## config.mk

```make
export PLATFORM = sky130hd
export DESIGN_NAME = opnd_seq
export DESIGN_NICKNAME = d
export VERILOG_FILES = /design/src/rtl/opnd_pkg.sv /design/src/rtl/opnd_fsm.sv /design/src/rtl/opnd_datapath.sv /design/src/rtl/opnd_seq.sv
export SDC_FILE = /design/constraint.sdc
export NUM_CORES = 1
export LEC_CHECK = 0
export BUFFER_PORTS_ARGS = -buffer_cell sky130_fd_sc_hd__buf_2
export CAP_MARGIN = 20
export CORE_UTILIZATION = 50
export CTS_CLUSTER_SIZE = 8
export DETAILED_ROUTE_END_ITERATION = 12
export GPL_TIMING_DRIVEN = 0
export PLACE_DENSITY = 0.71
export SLEW_MARGIN = 20
export SYNTH_ARGS = -nofsm -noshare
export SYNTH_HDL_FRONTEND = slang
export SYNTH_SLANG_ARGS = --single-unit
```

## constraint.sdc

```tcl
create_clock -name clk_i -period 6.9 [get_ports clk_i]
set_input_delay 1.38 -clock clk_i [delete_from_list [all_inputs] [get_ports clk_i]]
set_output_delay 1.38 -clock clk_i [all_outputs]
set_load 0.05 [all_outputs]
```

## src/rtl/opnd_pkg.sv

```systemverilog
package opnd_pkg;
  localparam int MW = 3;

  typedef enum logic [2:0] {
    ST_IDLE,
    ST_DEC,
    ST_IDX,
    ST_ADD,
    ST_PTR,
    ST_RD,
    ST_DONE
  } opnd_state_e;

  localparam logic [MW-1:0] M_REG     = 3'd0;
  localparam logic [MW-1:0] M_DEF     = 3'd1;
  localparam logic [MW-1:0] M_INC     = 3'd2;
  localparam logic [MW-1:0] M_INC_DEF = 3'd3;
  localparam logic [MW-1:0] M_DEC     = 3'd4;
  localparam logic [MW-1:0] M_DEC_DEF = 3'd5;
  localparam logic [MW-1:0] M_IDX     = 3'd6;
  localparam logic [MW-1:0] M_IDX_DEF = 3'd7;
endpackage

```

## src/rtl/opnd_fsm.sv

```systemverilog
module opnd_fsm
  import opnd_pkg::*;
#(
  parameter int RW = 3
) (
  input  logic          clk_i,
  input  logic          rst_ni,
  input  logic          start_i,
  input  logic [MW-1:0] mode_i,
  input  logic [RW-1:0] reg_i,
  input  logic          mem_ack_i,
  output opnd_state_e   state_o,
  output logic [MW-1:0] mode_o,
  output logic [RW-1:0] reg_o
);
  opnd_state_e state_d;

  always_comb begin
    state_d = state_o;
    unique case (state_o)
      ST_IDLE: if (start_i) state_d = ST_DEC;
      ST_DEC: begin
        unique case (mode_o)
          M_REG:                  state_d = ST_DONE;
          M_DEF, M_INC, M_DEC:    state_d = ST_RD;
          M_INC_DEF, M_DEC_DEF:   state_d = ST_PTR;
          default:                state_d = ST_IDX;
        endcase
      end
      ST_IDX:  if (mem_ack_i) state_d = ST_ADD;
      ST_ADD:  state_d = (mode_o == M_IDX) ? ST_RD : ST_PTR;
      ST_PTR:  if (mem_ack_i) state_d = ST_RD;
      ST_RD:   if (mem_ack_i) state_d = ST_DONE;
      ST_DONE: state_d = ST_IDLE;
      default: state_d = ST_IDLE;
    endcase
  end

  always_ff @(posedge clk_i or negedge rst_ni) begin
    if (!rst_ni) begin
      state_o <= ST_IDLE;
      mode_o  <= '0;
      reg_o   <= '0;
    end else begin
      state_o <= state_d;
      if (state_o == ST_IDLE && start_i) begin
        mode_o <= mode_i;
        reg_o  <= reg_i;
      end
    end
  end

  // operand selection frozen for the whole sequence
  assert_sel_hold_R10: assert property (@(posedge clk_i) disable iff (!rst_ni)
    (state_o != ST_IDLE && state_o != ST_DONE) |=> ($stable(mode_o) && $stable(reg_o)));
endmodule

```

## src/rtl/opnd_datapath.sv

```systemverilog
module opnd_datapath
  import opnd_pkg::*;
#(
  parameter int DW     = 16,
  parameter int RW     = 3,
  parameter int PC_SEL = 7,
  parameter int STEP   = 2
) (
  input  logic          clk_i,
  input  logic          rst_ni,
  input  opnd_state_e   state_i,
  input  logic [MW-1:0] mode_i,
  input  logic [RW-1:0] reg_i,
  output logic [RW-1:0] rf_raddr_o,
  input  logic [DW-1:0] rf_rdata_i,
  output logic          rf_we_o,
  output logic [RW-1:0] rf_waddr_o,
  output logic [DW-1:0] rf_wdata_o,
  output logic          mem_req_o,
  output logic [DW-1:0] mem_addr_o,
  input  logic          mem_ack_i,
  input  logic [DW-1:0] mem_rdata_i,
  output logic [DW-1:0] value_o,
  output logic [DW-1:0] ea_o,
  output logic          reg_direct_o
);
  localparam logic [DW-1:0] STEP_W = DW'(STEP);
  localparam logic [RW-1:0] PC_W   = RW'(PC_SEL);

  logic          idx_mode, pre_dec, writes_reg;
  logic [DW-1:0] ptr_q, ofs_q, stepped;

  assign idx_mode   = (mode_i == M_IDX) || (mode_i == M_IDX_DEF);
  assign pre_dec    = (mode_i == M_DEC) || (mode_i == M_DEC_DEF);
  assign writes_reg = (mode_i != M_REG) && (mode_i != M_DEF);
  assign stepped    = pre_dec ? (rf_rdata_i - STEP_W) : (rf_rdata_i + STEP_W);

  // decode reads the PC for indexed modes, everything else reads the selected register
  assign rf_raddr_o = (state_i == ST_DEC && idx_mode) ? PC_W : reg_i;
  assign rf_we_o    = (state_i == ST_DEC) && writes_reg;
  assign rf_waddr_o = idx_mode ? PC_W : reg_i;
  assign rf_wdata_o = stepped;

  assign mem_req_o  = (state_i == ST_IDX) || (state_i == ST_PTR) || (state_i == ST_RD);
  assign mem_addr_o = ptr_q;

  always_ff @(posedge clk_i or negedge rst_ni) begin
    if (!rst_ni) begin
      ptr_q        <= '0;
      ofs_q        <= '0;
      value_o      <= '0;
      ea_o         <= '0;
      reg_direct_o <= 1'b0;
    end else begin
      unique case (state_i)
        ST_DEC: begin
          ptr_q <= pre_dec ? stepped : rf_rdata_i;
          if (mode_i == M_REG) begin
            value_o      <= rf_rdata_i;
            ea_o         <= {{(DW-RW){1'b0}}, reg_i};
            reg_direct_o <= 1'b1;
          end
        end
        ST_IDX: if (mem_ack_i) ofs_q <= mem_rdata_i;
        ST_ADD: ptr_q <= rf_rdata_i + ofs_q;
        ST_PTR: if (mem_ack_i) ptr_q <= mem_rdata_i;
        ST_RD: if (mem_ack_i) begin
          value_o      <= mem_rdata_i;
          ea_o         <= ptr_q;
          reg_direct_o <= 1'b0;
        end
        default: ;
      endcase
    end
  end

  assert_req_hold_R9: assert property (@(posedge clk_i) disable iff (!rst_ni)
    (mem_req_o && !mem_ack_i) |=> (mem_req_o && $stable(mem_addr_o)));

  // post-step and index modes address the pre-step value, pre-decrement addresses the written one
  assert_step_addr_R4: assert property (@(posedge clk_i) disable iff (!rst_ni)
    (rf_we_o && !pre_dec) |=> (mem_addr_o == $past(rf_wdata_o) - STEP_W));
  assert_step_addr_R6: assert property (@(posedge clk_i) disable iff (!rst_ni)
    (rf_we_o && pre_dec) |=> (mem_addr_o == $past(rf_wdata_o)));

  assert_single_write_R11: assert property (@(posedge clk_i) disable iff (!rst_ni)
    rf_we_o |=> !rf_we_o);
endmodule

```

## src/rtl/opnd_seq.sv

```systemverilog
module opnd_seq
  import opnd_pkg::*;
#(
  parameter int DW     = 16,
  parameter int RW     = 3,
  parameter int PC_SEL = 7,
  parameter int STEP   = 2
) (
  input  logic          clk_i,
  input  logic          rst_ni,
  input  logic          start_i,
  input  logic [2:0]    mode_i,
  input  logic [RW-1:0] reg_i,
  output logic          busy_o,
  output logic [RW-1:0] rf_raddr_o,
  input  logic [DW-1:0] rf_rdata_i,
  output logic          rf_we_o,
  output logic [RW-1:0] rf_waddr_o,
  output logic [DW-1:0] rf_wdata_o,
  output logic          mem_req_o,
  output logic [DW-1:0] mem_addr_o,
  input  logic          mem_ack_i,
  input  logic [DW-1:0] mem_rdata_i,
  output logic          done_o,
  output logic [DW-1:0] value_o,
  output logic [DW-1:0] ea_o,
  output logic          reg_direct_o
);
  opnd_state_e   state;
  logic [MW-1:0] mode_q;
  logic [RW-1:0] reg_q;

  opnd_fsm #(.RW(RW)) u_fsm (
    .clk_i    (clk_i),
    .rst_ni   (rst_ni),
    .start_i  (start_i),
    .mode_i   (mode_i),
    .reg_i    (reg_i),
    .mem_ack_i(mem_ack_i),
    .state_o  (state),
    .mode_o   (mode_q),
    .reg_o    (reg_q)
  );

  opnd_datapath #(.DW(DW), .RW(RW), .PC_SEL(PC_SEL), .STEP(STEP)) u_dp (
    .clk_i       (clk_i),
    .rst_ni      (rst_ni),
    .state_i     (state),
    .mode_i      (mode_q),
    .reg_i       (reg_q),
    .rf_raddr_o  (rf_raddr_o),
    .rf_rdata_i  (rf_rdata_i),
    .rf_we_o     (rf_we_o),
    .rf_waddr_o  (rf_waddr_o),
    .rf_wdata_o  (rf_wdata_o),
    .mem_req_o   (mem_req_o),
    .mem_addr_o  (mem_addr_o),
    .mem_ack_i   (mem_ack_i),
    .mem_rdata_i (mem_rdata_i),
    .value_o     (value_o),
    .ea_o        (ea_o),
    .reg_direct_o(reg_direct_o)
  );

  assign busy_o = (state != ST_IDLE);
  assign done_o = (state == ST_DONE);

  assert_done_pulse_R10: assert property (@(posedge clk_i) disable iff (!rst_ni)
    done_o |=> !done_o);
  assert_direct_no_mem_R2: assert property (@(posedge clk_i) disable iff (!rst_ni)
    (done_o && reg_direct_o) |-> $past(!mem_req_o));
  assert_no_write_at_done_R11: assert property (@(posedge clk_i) disable iff (!rst_ni)
    done_o |-> !rf_we_o);
endmodule

```

==> flow_metrics.env, run 1 <==
export IMPL_dp_final_hpwl_um=11100
export IMPL_syn_to_layout_area_delta_pct=20.8
export IMPL_timing_final_crit_period_ps=5300
export IMPL_synth_cell_types=58
export IMPL_dieArea_mm2=0.0102
export IMPL_synth_compound_gate_area_share_pct=20.4
export IMPL_synth_fa_ha_area_share_pct=8.19
export IMPL_post_synth_and_or_nand_nor_area_fraction_pct=17.2
export IMPL_dominant_combinational_cell_family_by_area_after_synthesis="compound AO/OA/AOI/OAI gates"
export IMPL_cts_made_buffers=9
export IMPL_reg2reg_depth=13
export IMPL_core_region_area_mm2=0.00937
export IMPL_final_core_utilization_pct=63.4
export IMPL_grt_use_total_pct=28.9
export IMPL_routed_via_density=5.79
export IMPL_fmax_mhz=189
export IMPL_synth_enable_flop_cells=0
export IMPL_ys_ff_latch=74
export IMPL_worstSetupStartpointType="register"
export IMPL_initial_utilization_pct=52.5
export IMPL_fraction_of_layout_instances_using_a_drive_strength_above_1_pct=26.5
export IMPL_wire_length_of_the_first_global_routing_pass_um=22600
export IMPL_postcts_resize_cnt=0
export IMPL_final_setup_skew_ps=6.33
export IMPL_rsz0062_at_grt="no"
export IMPL_xor_and_xnor_fraction_of_the_mapped_netlist_area_pct=4.63
export IMPL_post_synth_top_area_cell="sky130_fd_sc_hd__dfrtp_1"
export IMPL_rows=35
export IMPL_timing_critical_path_arrival_ps=3920
export IMPL_avgSynthCellArea_um2=8.84
export IMPL_dr_total_vias=4740
export IMPL_final_hold_viol_count=0
export IMPL_timing_slew_headroom_pct=60.2
export IMPL_proportion_of_synthesized_chip_area_in_sequential_cells_pct=37.6
export IMPL_netlist_area_leader_share_pct=37.6
export IMPL_post_synth_instance_area_mm2=0.00492
export IMPL_final_period_utilization_pct=76.8
export IMPL_tns_ps=0
export IMPL_number_of_remaining_drc_errors=0
export IMPL_antennaDiodeCount=0
export IMPL_critical_path_fanout_max=22
export IMPL_insertion_delay_ps=350
export IMPL_cts_htree_levels=3
export IMPL_detailedRoute_firstIterationViolations=351
export IMPL_gp_routability_congestion=0.905
export IMPL_grt_start_max_net_pins=56
export IMPL_cts_tree="built"
export IMPL_status="completed"
export IMPL_number_of_nets_in_the_synthesized_netlist=630
export IMPL_ioPinCount=117
export IMPL_drv_cap=0
export IMPL_yosys_top_cells_count="sky130_fd_sc_hd__nand2_1 (91), sky130_fd_sc_hd__dfrtp_1 (74), sky130_fd_sc_hd__o21ai_0 (49)"
export IMPL_ant_nets=0
export IMPL_grt_overflow_total=0
export IMPL_routed_wirelength_um=14300
export IMPL_ctsLongestPathBuffers=2
export IMPL_die_y_um=101
export IMPL_tightest_slew_ps=597
export IMPL_setup_viol_count_final=0
export IMPL_clock_root_buffer="sky130_fd_sc_hd__clkbuf_8"
export IMPL_criticalPathCategory="reg -> out"
export IMPL_avgRoutedWirePerCell_um=17.4
export IMPL_cts_sinks=74
export IMPL_critPathCaptureType="output pin"
export IMPL_drt_pass1_iterations=5
export IMPL_ys_dominant_reg_cell="sky130_fd_sc_hd__dfrtp_1"
export IMPL_yosys_mux_area_fraction_pct=8.72
export IMPL_grt_pass1_vias=4428
export IMPL_synth_warnings=0
export IMPL_dieWidth_um=101
export IMPL_port_buffers=116
export IMPL_post_cts_setup_buffer_count=0
export IMPL_clk_pin_slew_ps=80
export IMPL_hp_class="reg -> reg"
export IMPL_cts_hold_repair_buffers=0
export IMPL_critPathRequiredTime_ps=5520
export IMPL_fin_nets=758
export IMPL_synth_cells=557
export IMPL_yosys_cell_count_top_type="sky130_fd_sc_hd__nand2_1"
export IMPL_initial_antenna_violation_count=0
export IMPL_timing_final_max_slew_violations=0
export IMPL_synth_top_cells_by_area="sky130_fd_sc_hd__dfrtp_1 (38%), sky130_fd_sc_hd__ha_1 (7.4%), sky130_fd_sc_hd__nand2_1 (6.9%), sky130_fd_sc_hd__mux2_2 (5.0%), sky130_fd_sc_hd__o21ai_0 (5.0%)"
export IMPL_holdPathStages=2
export IMPL_async_reset_ff_share_pct=100
==> per-layer routing <==
| metal | vias to the layer above | track usage, % | share of wire, % |
|---|---|---|---|
| met4 | 0 | 8.81 | 1.6 |
| met2 | 222 | 46.6 | 46 |
| met1 | 2261 | 40.4 | 45 |
| li1 | 2235 | - | - |
| met5 | - | 0 | 0 |
| met3 | 22 | 4.07 | 7.5 |
==> cell families after synthesis <==
group                      Yosys count
adders and majority gates           31
xor gates and xnor gates            26
muxes                               40
and+or+nand+nor                    188
AOI/OAI and AO/OA                  159
DFF                                 74
buffers and inverters               39
==> critical path, cell delays in order (launching register included) <==
cell,delay (ps)
sky130_fd_sc_hd__dfrtp_1,480
sky130_fd_sc_hd__nor2b_1,150
sky130_fd_sc_hd__buf_2,440
sky130_fd_sc_hd__inv_2,150
sky130_fd_sc_hd__clkbuf_1,320
sky130_fd_sc_hd__fa_1,560
sky130_fd_sc_hd__nor2b_4,140
sky130_fd_sc_hd__o21ai_2,70
sky130_fd_sc_hd__a21oi_2,180
sky130_fd_sc_hd__o2111ai_2,190
sky130_fd_sc_hd__nand2_1,130
sky130_fd_sc_hd__a31oi_1,110
sky130_fd_sc_hd__xnor2_1,320
sky130_fd_sc_hd__buf_2,330
==> cells in the final DEF (no fill, tap or decap), types with 3 or more instances in the layout <==
cell type	count
sky130_fd_sc_hd__a21o_1	12
sky130_fd_sc_hd__a21oi_1	36
sky130_fd_sc_hd__a221oi_1	7
sky130_fd_sc_hd__a22oi_1	4
sky130_fd_sc_hd__a31oi_1	9
sky130_fd_sc_hd__and3_1	8
sky130_fd_sc_hd__buf_2	123
sky130_fd_sc_hd__buf_4	3
sky130_fd_sc_hd__bufinv_16	3
sky130_fd_sc_hd__clkbuf_1	15
sky130_fd_sc_hd__clkbuf_8	10
sky130_fd_sc_hd__dfrtp_1	74
sky130_fd_sc_hd__ha_1	29
sky130_fd_sc_hd__inv_1	10
sky130_fd_sc_hd__inv_2	3
sky130_fd_sc_hd__mux2_2	22
sky130_fd_sc_hd__mux2i_1	17
sky130_fd_sc_hd__nand2_1	91
sky130_fd_sc_hd__nand2b_1	12
sky130_fd_sc_hd__nand3_1	4
sky130_fd_sc_hd__nand4_1	3
sky130_fd_sc_hd__nor2_1	40
sky130_fd_sc_hd__nor2b_1	5
sky130_fd_sc_hd__nor3_1	9
sky130_fd_sc_hd__o21a_1	4
sky130_fd_sc_hd__o21ai_0	49
sky130_fd_sc_hd__o21ai_1	9
sky130_fd_sc_hd__o21bai_1	4
sky130_fd_sc_hd__or2_2	3
sky130_fd_sc_hd__or3_1	5
sky130_fd_sc_hd__xnor2_1	15
sky130_fd_sc_hd__xor2_1	11
==> metrics by stage <==
step / setup WS (ps) / hold slack [ps] / std cells / cell area (µm²)
final: 1600 / 478 / 819 / 5940
after global placement: 1930 / 456 / 802 / 5660
after CTS: 1600 / 483 / 819 / 5940
after global routing: 1330 / 493 / 819 / 5940
after floorplan: 1740 / 485 / 557 / 4920
after detailed placement: 1870 / 465 / 803 / 5690
==> worst paths after layout <==
kind | start | end | slack [ps]
max in group asynchronous | rst_ni | u_dp.ofs_q[8]$_DFFE_PN0P_ | 5440
worst max-delay path | u_fsm.mode_o[2]$_DFFE_PN0P_ | rf_wdata_o[13] | 1600
worst min-delay path | u_dp.ea_o[0]$_DFFE_PN0P_ | u_dp.ea_o[0]$_DFFE_PN0P_ | 480
worst min register to register | u_dp.ea_o[0]$_DFFE_PN0P_ | u_dp.ea_o[0]$_DFFE_PN0P_ | 480
worst max register to register | u_fsm.mode_o[2]$_DFFE_PN0P_ | u_dp.mem_addr_o[15]$_DFFE_PN0P_ | 3240
min in group asynchronous | rst_ni | u_dp.ea_o[4]$_DFFE_PN0P_ | 910
==> sequential cells by signal, indices dropped and copies added (netlist names) <==
register	count
u_dp.ea_o	16
u_dp.mem_addr_o	16
u_dp.ofs_q	16
u_dp.value_o	16
u_fsm.mode_o	3
u_fsm.reg_o	3
u_fsm.state_o	3
u_dp.reg_direct_o	1
==> layout make-up <==
class | count | area [µm²]
Fill cell | 855 | 3430
Multi-Input combinational cell | 444 | 2910
Sequential cell | 74 | 1850
Timing Repair Buffer | 117 | 611
Tap cell | 129 | 161
Clock buffer | 10 | 138
Buffer | 26 | 115
Clock inverter | 6 | 113
Inverter | 13 | 48.8
Power of run 1 is not shown: default switching activity piles up to over one toggle a cycle in this logic, so the estimate is an artifact.
==> run 2, diff against run 1 <==
- clock period: 6.9 -> 4.9 ns (I/O delays scaled with it)
==> run 2 against run 1 <==
Compared with the run above: non-clock buffer count down 1; flip-flop and latch count unchanged; count of clock-buffer cells in the layout unchanged; setup slack worse by 1200 ps; clock skew about the same; first-iteration DRC count up 10%; critical path depth down 1; core utilization about the same; die area unchanged; global-route usage unchanged.
==> flow_metrics.env, run 2 (same netlist as run 1, synthesis figures left out) <==
export IMPL_worst_reg2reg_path_startpoint="u_fsm.mode_o[2]$_DFFE_PN0P_"
export IMPL_tns_ps=0
export IMPL_cp_slowest_cell="sky130_fd_sc_hd__fa_1"
export IMPL_syn_to_layout_area_delta_pct=20.7
export IMPL_port_buffers=116
export IMPL_detailedRoute_firstIterationViolations=387
export IMPL_timing_final_max_slew_violations=0
export IMPL_final_core_utilization_pct=63.4
export IMPL_cells_traversed_along_the_worst_timing_path="nor2b_1 > clkbuf_4 > inv_2 > fa_1 > nor2b_4 > o21ai_2 > a21oi_2 > o2111ai_2 > nand2_1 > a31oi_1 > xnor2_1 > buf_2"
export IMPL_cts_tree="built"
export IMPL_drv_cap=0
export IMPL_mostFrequentLayoutCells="sky130_fd_sc_hd__buf_2 (122), sky130_fd_sc_hd__nand2_1 (91), sky130_fd_sc_hd__dfrtp_1 (74), sky130_fd_sc_hd__o21ai_0 (49), sky130_fd_sc_hd__nor2_1 (40)"
export IMPL_final_hold_viol_count=0
export IMPL_avgRoutedWirePerCell_um=17.3
export IMPL_fin_nets=757
export IMPL_grtUsageMet3_pct=4.07
export IMPL_timing_final_crit_period_ps=4480
export IMPL_end_point_of_the_most_critical_hold_path="u_dp.ea_o[0]$_DFFE_PN0P_"
export IMPL_slowest_delay_ps=510
export IMPL_cts_htree_levels=3
export IMPL_grt_start_max_net_pins=56
export IMPL_gr_usage_met1_pct=40.4
export IMPL_clock_root_buffer="sky130_fd_sc_hd__clkbuf_8"
export IMPL_final_setup_skew_ps=6.74
export IMPL_r2r_end="u_dp.mem_addr_o[15]$_DFFE_PN0P_"
export IMPL_fmax_mhz=223
export IMPL_cts_sinks=74
export IMPL_critPathRequiredTime_ps=3920
export IMPL_area_sequential_mm2=0.00185
export IMPL_core_region_area_mm2=0.00937
export IMPL_ioPinCount=117
export IMPL_drt_pass1_iterations=5
export IMPL_hp_class="reg -> reg"
export IMPL_critical_path_fanout_max=22
export IMPL_final_period_utilization_pct=91.4
export IMPL_rsz0062_at_grt="no"
export IMPL_critPathCaptureType="output pin"
export IMPL_reg2reg_depth=12
export IMPL_status="completed"
export IMPL_setup_viol_count_final=0
export IMPL_post_cts_setup_buffer_count=0
export IMPL_antennaDiodeCount=0
export IMPL_ant_nets=0
export IMPL_die_y_um=101
export IMPL_worstSetupStartpointType="register"
export IMPL_fraction_of_layout_instances_using_a_drive_strength_above_1_pct=26.6
export IMPL_rows=35
export IMPL_insertion_delay_ps=350
export IMPL_grt_use_total_pct=28.9
export IMPL_multi_input_combinational_cell_area_mm2=0.00291
export IMPL_dr_total_vias=4712
export IMPL_timing_slew_headroom_pct=61.1
export IMPL_wire_length_of_the_first_global_routing_pass_um=22600
export IMPL_routed_via_density=5.76
export IMPL_dieWidth_um=101
export IMPL_initial_utilization_pct=52.5
export IMPL_final_fill_count=856
export IMPL_final_common_cell="sky130_fd_sc_hd__buf_2"
export IMPL_clk_pin_slew_ps=80
export IMPL_dieArea_mm2=0.0102
export IMPL_routed_wirelength_um=14200
export IMPL_ctsLongestPathBuffers=2
export IMPL_grt_overflow_total=0
export IMPL_gp_routability_congestion=0.905
export IMPL_timing_critical_path_arrival_ps=3500
export IMPL_gr_busiest_metal="met2"
export IMPL_initial_antenna_violation_count=0
export IMPL_dp_final_hpwl_um=11100
export IMPL_tightest_slew_ps=583
export IMPL_grt_pass1_vias=4428
export IMPL_min_delay_start="u_dp.ea_o[0]$_DFFE_PN0P_"
export IMPL_number_of_remaining_drc_errors=0
export IMPL_criticalPathCategory="reg -> out"
export IMPL_cts_made_buffers=9
export IMPL_holdPathStages=2
export IMPL_setup_reg_to_reg_worst_slack_ps=1630
export IMPL_globalRouteMet2Util_pct=46.6
run 2: cell count changes in the layout (fill, tap and decap cells not counted):
cell                       previous run  this run
sky130_fd_sc_hd__clkbuf_1            15        14
sky130_fd_sc_hd__clkbuf_4             0         1
sky130_fd_sc_hd__buf_2              123       122
run 2: final cells by class:
cell class | count | share of cell area (%)
Multi-Input combinational cell | 444 | 48.9
Sequential cell | 74 | 31.2
Timing Repair Buffer | 117 | 10.3
Tap cell | 129 | 2.72
Clock buffer | 10 | 2.32
Buffer | 25 | 1.92
Clock inverter | 6 | 1.89
Inverter | 13 | 0.821
run 2: through the flow:
step / cells / instance area (µm²) / worst slack, ps / hold WS [ps]
2_1_floorplan: 557 / 4920 / 543 / 485
3_3_place_gp: 802 / 5660 / 443 / 456
3_5_place_dp: 803 / 5690 / 395 / 465
4_1_cts: 819 / 5940 / 2.61 / 483
5_1_grt: 818 / 5940 / 147 / 493
6_report: 818 / 5940 / 420 / 478
run 2: worst max-delay path by stage:
stage	startpoint	end	slack [ps]	cells past startpoint
finish	u_fsm.mode_o[2]$_DFFE_PN0P_	rf_wdata_o[13]	420	12
global route	u_fsm.mode_o[2]$_DFFE_PN0P_	rf_wdata_o[13]	150	12
CTS	u_fsm.mode_o[2]$_DFFE_PN0P_	rf_wdata_o[13]	3	13
detailed placement	u_fsm.mode_o[2]$_DFFE_PN0P_	rf_wdata_o[13]	390	13
global placement	u_fsm.mode_o[2]$_DFFE_PN0P_	rf_wdata_o[13]	440	13
floorplan	rf_rdata_i[1]	rf_wdata_o[13]	540	9
run 2: worst max-delay path: cells and delay by family (launching register included):
kind,cells,cell delay [ps]
buf+inv,3,880
compound gates,4,550
fa+ha+maj,1,510
flops,1,480
simple gates,3,430
xor+xnor,1,290
run 2: repair_timing:
action,CTS,global route
hold buffers,0,0
resized for setup,0,1
setup endpoints to repair,0,4
run 2: metal layers:
metal	share of wire [%]	routed length, µm	vias up
li1	-	-	2234
met1	45	6410	2230
met2	46	6460	220
met3	7.4	1060	28
met4	1.7	248	0
met5	0	0	-
Power of run 2 is left out for the same reason.
